$ cat src/rtl/pbus_pkg.sv
package pbus_pkg;
    localparam int BUS_W = 16;
    localparam int DEC_W = 12;

    typedef struct packed {
        logic rd;
        logic wr;
    } strobe_t;

    typedef struct packed {
        logic            hit;
        logic            ack;
        logic            oe;
        logic            wr_pulse;
    } decode_t;

    function automatic logic [BUS_W-1:0] wire_to_logic(input logic [BUS_W-1:0] w);
        return ~w;
    endfunction
endpackage

$ cat src/rtl/pbus_sync.sv
module pbus_sync #(
    parameter int W      = 2,
    parameter int STAGES = 2
) (
    input  logic         clk,
    input  logic         rst,
    input  logic [W-1:0] d,
    output logic [W-1:0] q
);
    logic [W-1:0] stage [STAGES];

    always_ff @(posedge clk) begin
        if (rst) stage[0] <= '0;
        else     stage[0] <= d;
    end

    generate
        for (genvar i = 1; i < STAGES; i++) begin : g_stage
            always_ff @(posedge clk) begin
                if (rst) stage[i] <= '0;
                else     stage[i] <= stage[i-1];
            end
        end
    endgenerate

    assign q = stage[STAGES-1];
endmodule

$ cat src/rtl/pbus_decode.sv
module pbus_decode
    import pbus_pkg::*;
#(
    parameter logic [DEC_W-1:0] BASE_ADDR = 12'h340,
    parameter int               OFF_W     = 2
) (
    input  logic             clk,
    input  logic             rst,
    input  strobe_t          stb,
    input  logic [DEC_W-1:0] addr,
    output decode_t          dec,
    output logic [OFF_W-1:0] off
);
    logic wr_prev;
    logic legal;

    always_ff @(posedge clk) begin
        if (rst) wr_prev <= 1'b0;
        else     wr_prev <= stb.wr;
    end

    always_comb begin
        legal        = stb.rd ^ stb.wr;
        dec.hit      = (addr[DEC_W-1:OFF_W] == BASE_ADDR[DEC_W-1:OFF_W]);
        dec.ack      = dec.hit && legal;
        dec.oe       = dec.hit && stb.rd && !stb.wr;
        dec.wr_pulse = dec.hit && stb.wr && !stb.rd && !wr_prev;
        off          = addr[OFF_W-1:0];
    end

    AST_NO_ACK_BOTH: assert property (@(posedge clk) disable iff (rst)
        (stb.rd && stb.wr) |-> (!dec.ack && !dec.oe && !dec.wr_pulse));
    AST_ONE_CAPTURE: assert property (@(posedge clk) disable iff (rst)
        dec.wr_pulse |=> !dec.wr_pulse);
endmodule

$ cat src/rtl/pbus_regs.sv
module pbus_regs
    import pbus_pkg::*;
#(
    parameter int NUM_REGS    = 4,
    parameter int OFF_W       = 2,
    parameter int IRQ_CLR_OFF = 3
) (
    input  logic                      clk,
    input  logic                      rst,
    input  logic                      wr_pulse,
    input  logic [OFF_W-1:0]          off,
    input  logic [BUS_W-1:0]          wdata,
    input  logic                      irq_event,
    output logic [BUS_W-1:0]          rdata,
    output logic [NUM_REGS*BUS_W-1:0] reg_flat,
    output logic                      irq_pend
);
    logic [BUS_W-1:0] store [NUM_REGS];
    logic             clr_hit;

    assign clr_hit = wr_pulse && (off == OFF_W'(IRQ_CLR_OFF));

    generate
        for (genvar k = 0; k < NUM_REGS; k++) begin : g_reg
            always_ff @(posedge clk) begin
                if (rst)                                 store[k] <= '0;
                else if (wr_pulse && off == OFF_W'(k))   store[k] <= wdata;
            end
            assign reg_flat[k*BUS_W +: BUS_W] = store[k];
        end
    endgenerate

    always_ff @(posedge clk) begin
        if (rst)            irq_pend <= 1'b0;
        else if (irq_event) irq_pend <= 1'b1;
        else if (clr_hit)   irq_pend <= 1'b0;
    end

    assign rdata = store[off];

    AST_REG_STABLE: assert property (@(posedge clk) disable iff (rst)
        !wr_pulse |=> $stable(reg_flat));
    AST_IRQ_HOLD: assert property (@(posedge clk) disable iff (rst)
        (irq_pend && !clr_hit) |=> irq_pend);
    AST_IRQ_SET: assert property (@(posedge clk) disable iff (rst)
        irq_event |=> irq_pend);
endmodule

$ cat src/rtl/pbus_target.sv
module pbus_target
    import pbus_pkg::*;
#(
    parameter logic [11:0] BASE_ADDR   = 12'h340,
    parameter int          NUM_REGS    = 4,
    parameter int          IRQ_CLR_OFF = 3,
    parameter int          SYNC_STAGES = 2
) (
    input  logic                      clk,
    input  logic                      rst,
    input  logic [15:0]               bus_addr_n,
    input  logic [15:0]               bus_data_n_in,
    output logic [15:0]               bus_data_n_out,
    output logic                      bus_data_oe,
    input  logic                      bus_rd_n,
    input  logic                      bus_wr_n,
    output logic                      bus_ack_pull,
    output logic                      bus_irq_pull,
    input  logic                      irq_event,
    output logic [NUM_REGS*16-1:0]    reg_out
);
    localparam int OFF_W = (NUM_REGS > 1) ? $clog2(NUM_REGS) : 1;

    strobe_t          stb_raw;
    strobe_t          stb;
    decode_t          dec;
    logic [OFF_W-1:0] off;
    logic [15:0]      addr_hi;
    logic [15:0]      wdata;
    logic [15:0]      rdata;
    logic             irq_pend;
    logic             unused_addr_top;

    assign addr_hi         = wire_to_logic(bus_addr_n);
    assign wdata           = wire_to_logic(bus_data_n_in);
    assign unused_addr_top = ^addr_hi[15:DEC_W];
    assign stb_raw.rd      = ~bus_rd_n;
    assign stb_raw.wr      = ~bus_wr_n;

    pbus_sync #(.W(2), .STAGES(SYNC_STAGES)) u_sync (
        .clk (clk),
        .rst (rst),
        .d   (stb_raw),
        .q   (stb)
    );

    pbus_decode #(.BASE_ADDR(BASE_ADDR), .OFF_W(OFF_W)) u_dec (
        .clk  (clk),
        .rst  (rst),
        .stb  (stb),
        .addr (addr_hi[DEC_W-1:0]),
        .dec  (dec),
        .off  (off)
    );

    pbus_regs #(.NUM_REGS(NUM_REGS), .OFF_W(OFF_W), .IRQ_CLR_OFF(IRQ_CLR_OFF)) u_regs (
        .clk       (clk),
        .rst       (rst),
        .wr_pulse  (dec.wr_pulse),
        .off       (off),
        .wdata     (wdata),
        .irq_event (irq_event),
        .rdata     (rdata),
        .reg_flat  (reg_out),
        .irq_pend  (irq_pend)
    );

    assign bus_ack_pull   = dec.ack;
    assign bus_data_oe    = dec.oe;
    assign bus_data_n_out = wire_to_logic(rdata);
    assign bus_irq_pull   = irq_pend;

    AST_OE_WITH_ACK: assert property (@(posedge clk) disable iff (rst)
        bus_data_oe |-> bus_ack_pull);
    AST_ACK_IDLE: assert property (@(posedge clk) disable iff (rst)
        (!stb.rd && !stb.wr) |-> !bus_ack_pull);
    AST_NO_OE_WRITE: assert property (@(posedge clk) disable iff (rst)
        stb.wr |-> !bus_data_oe);
endmodule

$ cat config.mk
export PLATFORM = sky130hd
export DESIGN_NAME = pbus_target
export DESIGN_NICKNAME = d
export VERILOG_FILES = /design/src/rtl/pbus_pkg.sv /design/src/rtl/pbus_sync.sv /design/src/rtl/pbus_decode.sv /design/src/rtl/pbus_regs.sv /design/src/rtl/pbus_target.sv
export SDC_FILE = /design/constraint.sdc
export NUM_CORES = 1
export LEC_CHECK = 0
export ABC_AREA = 1
export BUFFER_PORTS_ARGS = -buffer_cell sky130_fd_sc_hd__buf_2
export CORE_ASPECT_RATIO = 1.25
export CORE_MARGIN = 3
export CORE_UTILIZATION = 40
export DETAILED_ROUTE_END_ITERATION = 7
export GPL_TIMING_DRIVEN = 1
export PLACE_DENSITY = 0.71
export SYNTH_ARGS = -nofsm -noshare
export SYNTH_HDL_FRONTEND = slang
export SYNTH_SLANG_ARGS = --single-unit
$ cat constraint.sdc
create_clock -name clk -period 2.2 [get_ports clk]
set_input_delay 0.11 -clock clk [delete_from_list [all_inputs] [get_ports clk]]
set_output_delay 0.11 -clock clk [all_outputs]
set_load 0.02 [all_outputs]
; ---- Word level (Yosys, flattened, before mapping)
; Memory sizes are Yosys's and may differ from the RTL's.
; Cells that the tools add are included.
[totals]
mem_bits_rw = 68
out_inout_bits = 83
elab_cells = 58
memories = 2
reg_bits = 2
input_bits = 37
[op_classes]
muxes = 23
n_reduce_logical = 15
n_eq_ne = 4
n_bitwise = 12
[mem_list]
columns = memory, words, width, read_ports, rd_clocked_by_memory_dff, wr, line
row1 = u_regs.store, 4, 16, 5, 0, 4, pbus_regs.sv:18  ; logic [BUS_W-1:0] store [NUM_REGS];
row2 = u_sync.stage, 2, 2, 2, 0, 2, pbus_sync.sv:10  ; logic [W-1:0] stage [STAGES];
[ops]
columns = operator, count
row1 = $mux 16, 4
row2 = $not 16->16, 2
row3 = $mux 1, 17
row4 = $not 12->12, 1
row5 = $eq 10x8->1 const B, 1
row6 = $logic_and 1x1->1, 10
row7 = $or 1x1->1, 6
row8 = $eq 2x2->1 const B, 2
row9 = $mux 2, 2
row10 = $logic_not 1->1, 3
row11 = $eq 2x1->1 const B, 1
row12 = $logic_not 2->1, 1
row13 = $not 1->1, 2
row14 = $reduce_bool 2->1, 1
row15 = $xor 1x1->1, 1

; ---- Longest topological paths before layout
[logic_depth]
word_depth = 10
depth_mapped = 8
mapped_depth_nobuf = 7

; ---- Hierarchy
; A second synthesis with hierarchy kept.
[hier_totals]
hier_cells = 412
area_unflattened_um2 = 3429.5
[modules_own_cells]
columns = module, cells_each, seq_area_each_um2, instances, area_each_um2
row1 = pbus_regs, 325, 1941.9, 1, 3005.4
row2 = pbus_target, 46, 0.0, 1, 172.7
row3 = pbus_decode, 29, 20.0, 1, 141.4
row4 = pbus_sync, 12, 80.1, 1, 110.1

; ---- Worst setup path after synthesis
; OpenSTA, ideal clock, no wires.
[synth_path]
path_type = register to register
start = memory u_sync.stage[1][1]
end = memory u_regs.store[0][0] (enable)
slack_ps = -171
path_stages_with_launch = 6
synth_period_minus_slack_ps = 2371
path_buffers = 0
setup_ps = 411
arrival_time_ps = 1959
t_required_ps = 1789
cell_sequence = dfxtp_1 > inv_1 > nand2_1 > nor2_4 > nand2_1 > o21ai_0
[synth_rtl]
columns = element, line
row1 = start: declaration, pbus_sync.sv:10
row2 = end: declaration, pbus_regs.sv:18

==> flow_summary.yaml <==
power_and_ir_drop:
  clock_network_fraction_of_design_power_pct: 40.1
  power.share.combinational_pct: 11.4
  swShare_pct: 24.13
  cellLeakagePower_uw: 0.001847
  power.net_switching_uw: 753.2
  internal_power_uw: 2368
  peakVddDrop_mv: 0.4627
  power_density_over_the_cells_nw_per_um2: 776.8
  sequentialPowerShare_pct: 48.5
final_layout:
  filler_cell_count: 631
  antennaDiodeCount: 0
  fin_nets: 415
  finalInstanceArea_sq_um: 4018
  layout.cells.most_common_list: "sky130_fd_sc_hd__buf_2 (115), sky130_fd_sc_hd__nor2_1 (74), sky130_fd_sc_hd__edfxtp_1 (64)"
  final_cell_count_no_fill: 473
  final_layout_size_suffix_gt1_share_pct: 44.65
  commonest_non_fill_non_tap_cell_in_the_layout: "sky130_fd_sc_hd__buf_2"
  synthToLayoutAreaGrowth_pct: 33.62
logic_synthesis:
  synthesis.area_sq_um: 3007
  postSynthAreaPerCell_sq_um: 12.32
  synth_seq_area_share_pct: 67.92
  yosysTopAreaCell: "sky130_fd_sc_hd__edfxtp_1"
  synth.top_cells.by_area: "sky130_fd_sc_hd__edfxtp_1 (64%), sky130_fd_sc_hd__nor2_1 (9.2%), sky130_fd_sc_hd__dfxtp_1 (4.0%), sky130_fd_sc_hd__nand4_4 (2.8%), sky130_fd_sc_hd__nor2_2 (2.7%)"
  yosys_warnings: 0
  synth_largest_type_area_fraction_pct: 63.92
  syn_nets: 281
  postSynthCellCount: 244
  netlist-cell-type-count: 22
  yosys_register_bits: 70
clock_network:
  cts_root_buf: "sky130_fd_sc_hd__clkbuf_8"
  clk_pin_slew_ps: 80
  ctsResizeCount: 0
  tritoncts_clock_tree: "built"
  clk-insertion-delay-late_ps: 330
  cts_htree_levels: 3
  cts_made_buffers: 9
  cts_setup_buffers: 0
  clk_buf_depth: 2
  cts_sinks: 70
placement:
  dpl.cell_count: 452
  place.gp.congestion: 0.8255
  numPortBuffers: 115
  placed_area_sq_um: 3724
  dp_hpwl_um: 5685
outcome:
  outcome: "finished clean"
detailed_routing:
  firstDrtPassIters: 4
  antenna_violating_nets_post_route: 0
  routed_wirelength_um: 8098
  post_drt_wl_per_cell_um: 17.12
  number_of_violations_reported_at_the_end_of_detailed_routing_iteration_0: 115
  route.detailed.vias_per_inst: 5.019
  total_via_count_in_the_routed_design: 2374
  detailed_route_drc_error_count: 0
global_route:
  groute.usage.overall_pct: 18.72
  first_global_vias: 2349
  maximum_number_of_pins_on_one_net_before_global_route_repair: 17
  global_route.overflow_total: 0
  grt_antenna_before_repair: 0
  grt_pass1_wl_um: 12140
floorplan:
  die_height_um: 102.9
  core_area_sq_um: 7147
  io_pins: 120
  die_w_um: 83.55
  start_util_pct: 42.07
  die_ar_sq_um: 8599
  placementRows: 34
sta:
  worst_clock_skew_ps: 8.706
  maximum_clock_frequency_mhz: 644.5
  timing_worst_slew_pin_value_ps: 616.7
  rsz0062_at_grt: "false"
  drv_slew: 0
  fin_crit_sh_pct: 70.53
  max_slew_margin_pct: 58.84
  min_period_ps: 1552
  finalHoldViolations: 0
  setup_viol_count_final: 0
hold_path:
  class_of_the_tightest_hold_or_removal_check: "input pin to flop"
worst_setup_path:
  crit_arrival_ps: 1590
  timing.setup.critical_path_class: "flop to flop"
  cp.required_ps: 2240
  timing.critical_path.from_type: "flop"
  timing.critical_path.fanout_max: 6
  timing.critical_path.to_type: "flop"
flow_run:
  drv_cap: 0
[routing by layer]
metal	track usage (%)	vias to the layer above	part of all wire, %	routed length [um]
met5	0	-	0	0
met3	2.878	16	4.7	379
met1	21.55	1152	39	3196
li1	-	1129	-	-
met2	34.88	77	54	4381
met4	8.168	0	1.7	140
[cell families (layout without fill, tap and decap cells)]
group | Yosys count | in the layout | synth area share, %
AO/OA/AOI/OAI | 36 | 36 | 8.406
buffers and inverters | 26 | 165 | 4.411
AND/OR/NAND/NOR | 112 | 112 | 19.27
flip-flops | 70 | 70 | 67.92
[flip-flops by register name, indices dropped and copies added, names as in the netlist]
name,count
u_regs.store,64
u_dec.wr_prev,1
u_sync.stage,4
u_regs.irq_pend,1
[power by group through the flow]
| stage | Clock (uW) | Combinational, uW | Sequential [uW] |
|---|---|---|---|
| 2_1_floorplan | 0 | 137 | 1590 |
| 3_5_place_dp | 0 | 352 | 1540 |
| 5_1_grt | 1320 | 384 | 1520 |
| 3_3_place_gp | 0 | 346 | 1540 |
| 4_1_cts | 1260 | 360 | 1510 |
| 6_report | 1250 | 356 | 1510 |
[final cells by class]
class                      instances  area (sq um)  area share [%]
clock buffer                       9         123.9           3.083
clock inverter                     7         120.1           2.990
inverter                          18         67.56           1.682
multi-input combinational        148         843.3           20.99
sequential                        70          2042           50.83
tap                               90         112.6           2.803
timing repair buffer             131         708.2           17.63
[worst paths after layout]
path,to,slack [ps],depth (start not counted),start
worst max-delay path,u_regs.store[2][0],650,6,u_sync.stage[1][1]
worst min-delay path,u_regs.store[3][6],90,2,bus_data_n_in[6]
worst max register to register,u_regs.store[2][0],650,6,u_sync.stage[1][1]
worst min register to register,u_sync.stage[1][1],410,2,u_sync.stage[0][1]
[synthesized netlist by cell type]
cell type and n:
sky130_fd_sc_hd__a21oi_1 1, sky130_fd_sc_hd__buf_2 4, sky130_fd_sc_hd__buf_6 4, sky130_fd_sc_hd__dfxtp_1 6
sky130_fd_sc_hd__edfxtp_1 64, sky130_fd_sc_hd__inv_1 14, sky130_fd_sc_hd__inv_2 4, sky130_fd_sc_hd__nand2_1 13
sky130_fd_sc_hd__nand2_2 1, sky130_fd_sc_hd__nand3_1 1, sky130_fd_sc_hd__nand3b_4 1, sky130_fd_sc_hd__nand4_1 1
sky130_fd_sc_hd__nand4_4 4, sky130_fd_sc_hd__nor2_1 74, sky130_fd_sc_hd__nor2_2 13, sky130_fd_sc_hd__nor2_4 2
sky130_fd_sc_hd__nor2_8 1, sky130_fd_sc_hd__o21ai_0 11, sky130_fd_sc_hd__o221ai_1 9, sky130_fd_sc_hd__o22a_1 8
sky130_fd_sc_hd__o22ai_1 7, sky130_fd_sc_hd__or2_2 1
[through the flow]
stage          utilization [%]  setup slack [ps]  total power, uW  TNS (ps)  hold slack, ps
5_1_grt                  56.22             553.3             3225         0           75.95
6_report                 56.22             648.3             3121         0           87.16
3_5_place_dp             52.10             440.8             1895         0           267.8
2_1_floorplan                -            -170.5             1731     -8185           176.7
3_3_place_gp             52.10             477.5             1887         0           264.3
4_1_cts                  56.22             621.1             3136         0           74.40
[worst max-delay path, stage by stage (launching register included)]
cell and delay, ps:
sky130_fd_sc_hd__dfxtp_1 320, sky130_fd_sc_hd__inv_1 50, sky130_fd_sc_hd__nand2_1 90, sky130_fd_sc_hd__nor2_4 100
sky130_fd_sc_hd__nand2_1 130, sky130_fd_sc_hd__o21ai_2 340, sky130_fd_sc_hd__buf_4 230
[timing repair]
item,CTS,global route
hold buffers,5,0
setup endpoints to repair,0,0
hold endpoints to repair,5,0
No activity file was read; power rests on OpenSTA's default activity.
